### config.mk
export PLATFORM = sky130hd
export DESIGN_NAME = clkgen_ctl_smbus
export DESIGN_NICKNAME = d
export VERILOG_FILES = /design/src/rtl/clkgen_ctl_smbus.sv
export SDC_FILE = /design/constraint.sdc
export NUM_CORES = 1
export LEC_CHECK = 0
export BUFFER_PORTS_ARGS = -buffer_cell sky130_fd_sc_hd__buf_2
export CORE_UTILIZATION = 25
export DETAILED_ROUTE_END_ITERATION = 10
export GPL_TIMING_DRIVEN = 0
export PLACE_DENSITY_LB_ADDON = 0.15
export RECOVER_POWER = 50
export SETUP_SLACK_MARGIN = 0.1
export SLEW_MARGIN = 10
export SYNTH_ARGS = -nofsm -noshare
export SYNTH_HDL_FRONTEND = slang
export SYNTH_SLANG_ARGS = --single-unit
export TNS_END_PERCENT = 20
### constraint.sdc
create_clock -name clk -period 3.7 [get_ports clk]
set_input_delay 0.185 -clock clk [delete_from_list [all_inputs] [get_ports clk]]
set_output_delay 0.185 -clock clk [all_outputs]
set_load 0.01 [all_outputs]
### src/rtl/clkgen_ctl_smbus.sv
module clkgen_ctl_smbus #(
  parameter logic [6:0] DEV_ADDR = 7'h69,
  parameter int NREG = 8,
  parameter int STRAP_W = 5
) (
  input  logic                clk,
  input  logic                rst_n,
  input  logic                scl_i,
  input  logic                sda_i,
  output logic                sda_oe,
  input  logic [STRAP_W-1:0]  strap_i,
  output logic [NREG*8-1:0]   cfg_o
);
  localparam int AW = $clog2(NREG);
  localparam int PW = $clog2(NREG + 1);
  localparam int IW = $clog2(NREG + 2);
  localparam int STRAP_REG = 5;
  localparam logic [PW-1:0] LAST_P = PW'(NREG);
  localparam logic [IW-1:0] LAST_I = IW'(NREG);

  typedef enum logic [2:0] {S_IDLE, S_ADDR, S_CMD, S_CNT, S_DATA, S_READ} st_t;

  function automatic logic [7:0] dflt(int k);
    case (k)
      0: return 8'h80;
      1: return 8'h0B;
      2: return 8'h5F;
      3: return 8'h37;
      5: return 8'h03;
      default: return 8'h00;
    endcase
  endfunction

  logic [2:0] scl_p, sda_p;
  st_t state;
  logic [3:0] bitcnt;
  logic ack_slot, mnack, strap_done;
  logic [7:0] sh, tx, rd_cur;
  logic [PW-1:0] wr_ptr;
  logic [IW-1:0] rd_idx;
  logic [STRAP_W-1:0] strap_q;
  logic [7:0] regs [NREG];
  logic [7:0] cfg_b [NREG];

  wire scl_s = scl_p[1];
  wire sda_s = sda_p[1];
  wire scl_rise = scl_s & ~scl_p[2];
  wire scl_fall = ~scl_s & scl_p[2];
  wire start_c = scl_s & scl_p[2] & sda_p[2] & ~sda_p[1];
  wire stop_c  = scl_s & scl_p[2] & ~sda_p[2] & sda_p[1];

  always_ff @(posedge clk or negedge rst_n)
    if (!rst_n) begin
      scl_p <= '1;
      sda_p <= '1;
    end else begin
      scl_p <= {scl_p[1:0], scl_i};
      sda_p <= {sda_p[1:0], sda_i};
    end

  always_comb
    for (int k = 0; k < NREG; k++) begin
      cfg_b[k] = (k == STRAP_REG) ? {strap_q, regs[k][7-STRAP_W:0]} : regs[k];
      cfg_o[8*k +: 8] = cfg_b[k];
    end

  assign rd_cur = (rd_idx == '0) ? 8'(NREG) :
                  (rd_idx <= LAST_I) ? cfg_b[AW'(rd_idx - 1'b1)] : 8'hFF;

  always_ff @(posedge clk or negedge rst_n)
    if (!rst_n) begin
      state <= S_IDLE;
      bitcnt <= '0;
      ack_slot <= 1'b0;
      mnack <= 1'b0;
      sda_oe <= 1'b0;
      sh <= '0;
      tx <= '0;
      wr_ptr <= '0;
      rd_idx <= '0;
      strap_q <= '0;
      strap_done <= 1'b0;
      for (int k = 0; k < NREG; k++) regs[k] <= dflt(k);
    end else begin
      if (!strap_done) begin
        strap_q <= strap_i;
        strap_done <= 1'b1;
      end
      if (start_c) begin
        state <= S_ADDR;
        bitcnt <= '0;
        ack_slot <= 1'b0;
        sda_oe <= 1'b0;
      end else if (stop_c) begin
        state <= S_IDLE;
        ack_slot <= 1'b0;
        sda_oe <= 1'b0;
      end else if (state != S_IDLE) begin
        if (scl_rise) begin
          if (!ack_slot) begin
            sh <= {sh[6:0], sda_s};
            bitcnt <= bitcnt + 4'd1;
          end else
            mnack <= sda_s;
        end else if (scl_fall) begin
          if (!ack_slot && bitcnt == 4'd8) begin
            ack_slot <= 1'b1;
            bitcnt <= '0;
            sda_oe <= 1'b0;
            case (state)
              S_ADDR:
                if (sh[7:1] == DEV_ADDR) begin
                  sda_oe <= 1'b1;
                  state <= sh[0] ? S_READ : S_CMD;
                  rd_idx <= '0;
                end else
                  state <= S_IDLE;
              S_CMD: begin
                sda_oe <= 1'b1;
                state <= S_CNT;
              end
              S_CNT: begin
                sda_oe <= 1'b1;
                state <= S_DATA;
                wr_ptr <= '0;
              end
              S_DATA:
                if (wr_ptr < LAST_P) begin
                  sda_oe <= 1'b1;
                  regs[AW'(wr_ptr)] <= sh;
                  wr_ptr <= wr_ptr + 1'b1;
                end
              default: ;
            endcase
          end else if (ack_slot) begin
            ack_slot <= 1'b0;
            sda_oe <= 1'b0;
            if (state == S_READ) begin
              if (mnack)
                state <= S_IDLE;
              else begin
                tx <= rd_cur;
                sda_oe <= ~rd_cur[7];
                rd_idx <= rd_idx + 1'b1;
              end
            end
          end else if (state == S_READ) begin
            tx <= {tx[6:0], 1'b0};
            sda_oe <= ~tx[6];
          end
        end
      end
    end
endmodule


# == Word-level counts from Yosys, hierarchy flattened ==
# Index checks and enable logic that the tools add are counted.
# classes
addsub,4
n_lt_le_gt_ge,5
eq_ne,16
n_mux,58
bitwise_logic,20
reduce_logical,28
# ops
operator,n
$bwmux W64,1
$mux W4,14
$mux W8,5
$mux W3,11
$mux W7,4
$bmux W8 S3,1
$demux W8 S3,1
$reduce_and A8 Y1,3
$mux W1,18
$reduce_and A5 Y1,3
$reduce_bool A3 Y1,5
$add A4 B1 Y4 const B,3
$reduce_bool A4 Y1,3
$not A1 Y1,11
$reduce_and A10 Y1,1
$pmux W3 S3,1
$ge A4 B4 Y1 const B,2
$not A3 Y4,2
$pmux W4 S2,1
$reduce_bool A2 Y1,4
$and A1 B1 Y1,7
$eq A7 B7 Y1 const B,1
$reduce_and A7 Y1,1
$eq A3 B2 Y1 const B,2
other kinds (20),26
# word_totals
ff_bits,109
input_bits,9
elab_cells,152

# == Longest topological paths before layout ==
# Gate-level depths: netlist (run 1).
# logic_depth
depth_word,17
ltp_mapped,12

# == Worst setup path after synthesis (run 1) ==
# Ideal clock, no wire load.
# synth_timing
path_type,register to register
start,register rd_idx[0]
end,register tx[1]
t_arrival_ns,2.719
required_ns,3.563
setup_slack_ns,0.844
stages_incl_launch_ff,13
path_buffers,5
period_less_slack_ns,2.856
cell_sequence,dfrtp_1 buf_2 buf_2 buf_4 inv_1 ha_1 clkbuf_1 clkbuf_1 mux4_2 inv_1 o221ai_1 a31oi_1 a21oi_1
# synth_via
elab_chain_len,10
elab_cells_between_ends,12
cone_classes,add/sub (1); order compare (1); mux (8); bitwise (1); reduce/logical (1)
# synth_rtl
item,line_no,text
from (decl),40,logic [IW-1:0] rd_idx;
from (signal assigned),144,rd_idx <= rd_idx + 1'b1;
$sub A3 B1 Y3,68,(rd_idx <= LAST_I) ? cfg_b[AW'(rd_idx - 1'b1)] : 8'hFF;
$not A3 Y4 (implied by the code),68,
$bmux W8 S3,68,
$mux W8 (implied by the code) (2 in series),68,
$mux W8,68,
$mux W8 *,67,assign rd_cur = (rd_idx == '0) ? 8'(NREG) :
$mux W7 *,139,if (mnack)
$mux W7 *,138,if (state == S_READ) begin
$mux W7 *,135,end else if (ack_slot) begin
to (signal assigned),142,tx <= rd_cur;
to (signal assigned),148,"tx <= {tx[6:0], 1'b0};"
to (decl),38,"logic [7:0] sh, tx, rd_cur;"
# Every way passes the cells marked *; elsewhere a longest branch is shown, timed or not. The select of a mux whose other input is x is not followed.
# A chain may end at the register's enable or synchronous reset.

# == Worst setup path in the final report (run 1) ==
# layout_timing
start,register rd_idx[0]
end,register sda_oe
# layout_via
elab_chain_len,17
elab_cells_between_ends,19
cone_classes,add/sub (1); order compare (1); mux (14); bitwise (2); reduce/logical (1)
# layout_rtl
item,line_no,text
$sub A3 B1 Y3,68,
$not A3 Y4 (implied by the code),68,
$bmux W8 S3,68,
$mux W8 (implied by the code) (2 in series),68,
$mux W8,68,
$mux W8 *,67,
$not A1 Y1 *,143,sda_oe <= ~rd_cur[7];
$mux W1 *,139,
$mux W1 *,138,
$mux W1 *,135,
$mux W1 *,106,if (!ack_slot && bitcnt == 4'd8) begin
$mux W1 *,105,end else if (scl_fall) begin
$mux W1 *,99,if (scl_rise) begin
$mux W1 *,98,end else if (state != S_IDLE) begin
$mux W1 *,94,end else if (stop_c) begin
$mux W1 *,89,if (start_c) begin
to (signal assigned),143,
to (signal assigned),149,sda_oe <= ~tx[6];
to (decl),10,"output logic sda_oe,"
# Marks and branches as above.

==> reports/qor.yml, run 1 <==
outcome:
  status: "finished with violations"
  violations: "max-capacitance violations, max-slew violations"
detailed_routing:
  dr.pass1.iters: 4
  post_drt_via_cell_ratio: 4.79
  avgRoutedWirePerCell_um: 18.7
  wl_mm: 14.7
  dr.first_iter.drc_count: 217
  vias: 3758
  drtAntennaViolNets: 0
  drc_errors: 0
grt:
  grt_antenna_before_repair: 0
  grt_max_degree: 75
  grt_usage: 0.144
  overflow: 0
  grt_pass1_wl_mm: 23.3
  grt_pass1_vias: 3864
die:
  rows: 52
  dieHeight_um: 147
  coreArea_um2: 20500
  die_w_um: 147
  io-pin-count: 74
  start_util: 0.258
  die_area_um2: 21700
timing:
  post-route-min-period_ns: 3.20
  slew_violations: 32
  max_freq_mhz: 313
  setup_violations: 0
  hold_viol: 0
  fin_ws_ns: 0.504
  fin_skew_ns: 0.0146
  max_slew.worst_pin.slew_ns: 1.68
  final.period_utilization: 0.864
  rsz0062_at_grt: "no"
  slew_headroom: -0.117
power_and_ir_drop:
  power_w: 0.00260
  ir_drop_uv: 206
  cellLeakagePower_nw: 2.77
  powerDensity_nw_per_um2: 412
worst_setup_path:
  worstRegToRegCells: 10
  worstPathMaxFanout: 10
  cp-endpoint: "sda_oe"
  regToRegSetupSlack_ns: 0.50
  reg2reg_to: "sda_oe"
  worstPathRequired_ns: 3.93
  critPathLaunch: "rd_idx[0]"
  arrival_ns: 3.43
  startpoint_type: "flop"
  r2r_start: "rd_idx[0]"
  critPathKind: "flop to flop"
  end_kind: "flop"
logic_synthesis:
  netlist_instances: 422
  synth_edf_count: 0
  syn_nets: 441
  synth_area_per_cell_um2: 12.5
  yosys.area.top_type: "dfrtp_1"
  ys_async_sr_fraction: 1.00
  synth_area_um2: 5280
  synth.distinct_cells: 61
  ys_ff_latch: 104
  synth_area_leaders: "dfrtp_1 38%, mux2_2 17%, dfstp_2 11%"
  synth-main-ff-cell: "dfrtp_1"
  ys_seq_area_frac: 0.498
  synth_warnings: 0
  netlist.area_leader.share: 0.384
placed_design:
  hpwl_mm: 10.3
  gp_congestion: 0.758
  pre_cts_ws_ns: -0.224
  numPortBuffers: 73
job:
  drv_cap: 1
layout:
  nFillCells: 2124
  insertedDiodeCount: 0
  nets: 528
  area_delta_synth_final_pct: 19.3
  drive_gt1_frac: 0.399
cts:
  cts_buffers: 9
  clkLatencyLatePin_ns: 0.36
  tritoncts: "done"
  htree_levels: 3
  clock-sinks: 104
  clk_pin_slew_ns: 0.08
  cts-root-buf: "clkbuf_16"
  clockBufferDepth: 2
  post_cts_buffers: 0
min_path:
  min_path_type: "input port to flop"
[routing by layer]
layer	vias to the layer above	part of all wire	track usage	wire, um
met3	15	0.035	0.0312	518
met2	71	0.50	0.237	7350
met4	0	0.015	0.0479	222
met1	1925	0.45	0.187	6600
met5	-	0	0	0
li1	1747	-	-	-
[worst min path at each step]
stage / start / slack, ns / depth (start not counted) / endpoint
6_report: strap_i[4] / 0.06 / 2 / strap_q[4]
5_1_grt: strap_i[4] / 0.05 / 2 / strap_q[4]
4_1_cts: strap_i[0] / 0.04 / 2 / strap_q[0]
3_5_place_dp: rst_n / 0.09 / 1 / wr_ptr[2]
3_3_place_gp: scl_i / 0.29 / 1 / scl_p[0]
2_1_floorplan: rst_n / -0.11 / 0 / ack_slot
[metrics by stage]
stage	hold slack [ns]	TNS [ns]	utilization	cells	cell area, um2
5_1_grt	0.0460	0	0.307	784	6300
6_report	0.0553	0	0.307	784	6300
3_5_place_dp	0.0910	-0.745	0.294	766	6020
4_1_cts	0.0398	0	0.310	784	6350
2_1_floorplan	-0.111	0	-	422	5280
3_3_place_gp	0.294	-0.728	0.292	765	5990
[registers in the layout, summed over array words and instances, names as in the netlist]
signal / flops
strap_done: 1
mnack: 1
sh: 8
sda_p: 3
rd_idx: 4
bitcnt: 4
tx: 7
wr_ptr: 4
strap_q: 5
scl_p: 3
state: 3
sda_oe: 1
ack_slot: 1
cfg_o: 59
[kinds of logic (layout without fill, tap and decap cells)]
| logic type | after synthesis | count (layout) | synth area share |
|---|---|---|---|
| AO/OA/AOI/OAI | 67 | 67 | 0.0883 |
| XOR/XNOR | 2 | 2 | 0.00332 |
| adder cells (fa/ha/maj) | 10 | 10 | 0.0237 |
| buffers and inverters | 37 | 129 | 0.0308 |
| flip-flops | 104 | 104 | 0.498 |
| multiplexers | 96 | 96 | 0.241 |
| other | 1 | 1 | 0.000710 |
| AND/OR/NAND/NOR | 105 | 105 | 0.115 |
[repair_timing]
item | CTS | global route
hold buffers | 3 | 0
resized for setup | 1 | 1
endpoints found under the setup margin | 6 | 2
hold endpoints to repair | 32 | 0
[synth_stat cells, types with 2 or more instances]
cell type and count:
nand2b_1 5, o21ai_0 13, buf_1 3, and2_1 2
ha_1 10, nand4_1 4, nand3b_1 4, nor2b_1 9
o21a_1 2, mux2_2 78, dfstp_2 23, a31oi_1 11
o32ai_1 2, inv_1 12, a21boi_0 4, nor3b_1 5
dfrtp_1 81, nand2_1 25, a21oi_1 8, clkbuf_1 12
a211oi_1 2, nor4_4 2, o21bai_1 2, mux4_2 17
a221oi_1 4, nand3_1 10, nor3_1 8, buf_4 2
o31ai_1 4, nor2_1 18, nor3_2 2, buf_2 6
a22o_1 2, nor2_2 2, a22oi_1 2
[placed cells by master, fill, tap and decap left out, types with 11 or more instances in the layout]
| cell type | instances |
|---|---|
| mux4_2 | 17 |
| o21ai_0 | 13 |
| a31oi_1 | 11 |
| mux2_2 | 78 |
| dfstp_2 | 21 |
| nor2_1 | 18 |
| inv_1 | 12 |
| clkbuf_1 | 33 |
| buf_2 | 57 |
| nand2_1 | 25 |
| dfrtp_1 | 81 |
[worst max-delay path, stage by stage (launching register included)]
cell	delay, ns
dfrtp_1	0.34
buf_2	0.24
buf_2	0.38
buf_4	0.31
inv_1	0.07
ha_2	0.24
xnor2_1	0.58
a221oi_1	0.17
o211ai_1	0.26
a221oi_1	0.15
mux2_2	0.31
[area by class of cell]
| type | instances | area [um2] | share of cell area |
|---|---|---|---|
| multi-input cells | 281 | 2490 | 0.396 |
| plain buffers | 24 | 115 | 0.0183 |
| inverters | 12 | 45.0 | 0.00715 |
| clock buffers | 11 | 254 | 0.0403 |
| clock inverters | 5 | 50.0 | 0.00794 |
| flip-flops and latches | 104 | 2630 | 0.418 |
| well taps | 270 | 338 | 0.0536 |
| repair buffers | 77 | 375 | 0.0596 |
[where the power goes]
group | switching [W] | leakage, nW | internal, W | total, W
Combinational | 0.000226 | 1.29 | 0.000124 | 0.000350
Clock | 0.000472 | 0.146 | 0.000511 | 0.000983
Sequential | 0.0000484 | 1.33 | 0.00122 | 0.00127
Total | 0.000746 | 2.77 | 0.00185 | 0.00260
(Power assumes the default switching activity.)
==> inputs of run 2 (changes only) <==
- CORE_MARGIN: not set -> 10
==> run 2 against run 1 <==
Net effect: the flow now finishes without violations; utilization shrank 0.63 points; flip-flop and latch count unchanged; critical endpoint is now tx[1]; count of clock-buffer cells in the layout shrank 2; cell area fell by 0.16%; sequential share of layout area rose by 0.066 points; global-route usage fell by 2.8 points.
==> reports/qor.yml, run 2 (same netlist as run 1, synthesis figures left out) <==
worst_setup_path:
  cp-endpoint: "tx[1]"  # was sda_oe
  critPathLaunch: "rd_idx[0]"  # unchanged
  critPathKind: "flop to flop"  # unchanged
  worstPathRequired_ns: 3.92  # was 3.93 ns
  max_stage_delay_ns: 0.52  # was 0.58 ns
  path_buf_inv: 6  # was 4
  worst-path-stages: 11  # was 10
  crit_chain: "buf_2 -> buf_2 -> buf_4 -> inv_1 -> ha_2 -> clkbuf_2 -> mux4_2 -> inv_1 -> o221ai_1 -> a31oi_1 -> a21oi_1"  # was buf_2 -> buf_2 -> buf_4 -> inv_1 -> ha_2 -> xnor2_1 -> a221oi_1 -> o211ai_1 -> a221oi_1 -> mux2_2
  arrival_ns: 3.46  # was 3.43 ns
  reg2reg_to: "tx[1]"  # was sda_oe
  r2r_start: "rd_idx[0]"  # unchanged
  worstPathMaxFanout: 10  # unchanged
  startpoint_type: "flop"  # unchanged
  end_kind: "flop"  # unchanged
  regToRegSetupSlack_ns: 0.46  # was 0.50 ns
  slowest_stage: "ha_2"  # was xnor2_1
  path_delay_family: "buffers and inverters"  # unchanged
  worstRegToRegCells: 11  # was 10
timing:
  slew_violations: 0  # was 32
  setup_violations: 0  # unchanged
  slew_headroom: 0.0715  # was -0.117
  max_freq_mhz: 309  # was 313 MHz
  max_slew.worst_pin.slew_ns: 1.39  # was 1.68 ns
  fin_ws_ns: 0.460  # was 0.504 ns
  post-route-min-period_ns: 3.24  # was 3.20 ns
  hold_viol: 0  # unchanged
  rsz0062_at_grt: "no"  # unchanged
  fin_tns_setup_ns: 0  # unchanged
  final.period_utilization: 0.876  # was 0.864
  hold_ws_ns: 0.0606  # was 0.0553 ns
  fin_skew_ns: 0.00824  # was 0.0146 ns
layout:
  largest_reg_flops: 59  # unchanged
  drive_gt1_frac: 0.399  # unchanged
  nets: 528  # unchanged
  most-common-layout-cells: "81 x dfrtp_1, 78 x mux2_2, 56 x buf_2"  # was 81 x dfrtp_1, 78 x mux2_2, 57 x buf_2
  final_common_cell: "dfrtp_1"  # unchanged
  postLayoutCoreUtil: 0.301  # was 0.307
  nFillCells: 2144  # was 2124
  insertedDiodeCount: 0  # unchanged
  area_delta_synth_final_pct: 19.1  # was 19.3%
cts:
  clk_pin_slew_ns: 0.08  # about the same
  clockBufferDepth: 2  # unchanged
  clock-sinks: 104  # unchanged
  htree_levels: 3  # unchanged
  cts-root-buf: "clkbuf_16"  # unchanged
  tritoncts: "done"  # unchanged
  clkLatencyLatePin_ns: 0.36  # about the same
  cts_buffers: 9  # unchanged
outcome:
  status: "finished, final reports clean"  # was finished with violations
die:
  dieHeight_um: 165  # was 147 um
  io-pin-count: 74  # unchanged
  die_w_um: 165  # was 147 um
  rows: 53  # was 52
  die_area_um2: 27400  # was 21700 um2
  coreArea_um2: 20900  # was 20500 um2
  start_util: 0.253  # was 0.258
power_and_ir_drop:
  p_int_w: 0.00182  # was 0.00185 W
  cellLeakagePower_nw: 2.76  # was 2.77 nW
  powerDensity_nw_per_um2: 408  # was 412 nW/um2
  p_sw_frac: 0.293  # was 0.287
  ir_drop_uv: 180  # was 206 uV
  clockPowerShare: 0.371  # was 0.378
  comb_power_share: 0.135  # about the same
  power_w: 0.00257  # was 0.00260 W
  seq_power_share: 0.494  # was 0.487
  p_switching_w: 0.000751  # was 0.000746 W
grt:
  grt_pass1_vias: 3996  # was 3864
  grt_antenna_before_repair: 0  # unchanged
  grt_pass1_wl_mm: 24.2  # was 23.3 mm
  overflow: 0  # unchanged
  grt_usage: 0.116  # was 0.144
  grt_max_degree: 81  # was 75
detailed_routing:
  dr.first_iter.drc_count: 157  # was 217
  drtAntennaViolNets: 0  # unchanged
  wl_mm: 15.3  # was 14.7 mm
  drc_errors: 0  # unchanged
  vias: 3719  # was 3758
  post_drt_via_cell_ratio: 4.71  # was 4.79
  dr.pass1.iters: 4  # unchanged
  avgRoutedWirePerCell_um: 19.4  # was 18.7 um
placed_design:
  gp_congestion: 0.796  # was 0.758
  hpwl_mm: 11.1  # was 10.3 mm
  numPortBuffers: 73  # unchanged
  pre_cts_ws_ns: -0.212  # was -0.224 ns
min_path:
  min_path_type: "input port to flop"  # unchanged
job:
  drv_cap: 0  # was 1
## run 2: cell type report
class / instances / area, um2 / area share
Timing Repair Buffer: 77 / 374 / 0.0595
Clock buffer: 9 / 225 / 0.0358
Sequential cell: 104 / 2630 / 0.418
Inverter: 12 / 45.0 / 0.00716
Buffer: 24 / 115 / 0.0183
Multi-Input combinational cell: 281 / 2490 / 0.396
Tap cell: 275 / 344 / 0.0547
Clock inverter: 7 / 63.8 / 0.0101
## run 2: how the worst min path moves through the flow
stage	from	to	slack, ns	cells past startpoint
3_3_place_gp	scl_i	scl_p[0]	0.29	1
5_1_grt	strap_i[2]	strap_q[2]	0.05	2
2_1_floorplan	rst_n	ack_slot	-0.11	0
3_5_place_dp	rst_n	state[2]	0.07	1
4_1_cts	strap_i[1]	strap_q[1]	0.05	2
6_report	strap_i[1]	strap_q[1]	0.06	2
## run 2: power by group through the flow
stage | Clock, W | Combinational [W] | Sequential (W)
after floorplan | 0 | 0.000223 | 0.00128
after global placement | 0 | 0.000346 | 0.00129
after detailed placement | 0 | 0.000359 | 0.00129
after CTS | 0.000984 | 0.000362 | 0.00127
after global routing | 0.00104 | 0.000398 | 0.00128
final | 0.000952 | 0.000347 | 0.00127
## run 2: layer usage
metal	track usage	routed length, um	up-vias
li1	-	-	1747
met1	0.144	6600	1894
met2	0.195	7800	68
met3	0.0354	712	10
met4	0.0255	176	0
met5	0	0	-
## run 2: stage by stage
step / instances / cell area [um2]
final: 789 / 6290
after global placement: 770 / 5990
after CTS: 789 / 6340
after global routing: 789 / 6290
after detailed placement: 771 / 6030
after floorplan: 422 / 5280
## run 2: what timing repair did
action,4_1_cts,5_1_grt
resized for setup,1,1
hold buffers,3,0
buffers inserted,0,0
setup endpoints to repair,6,2
hold endpoints to repair,26,0
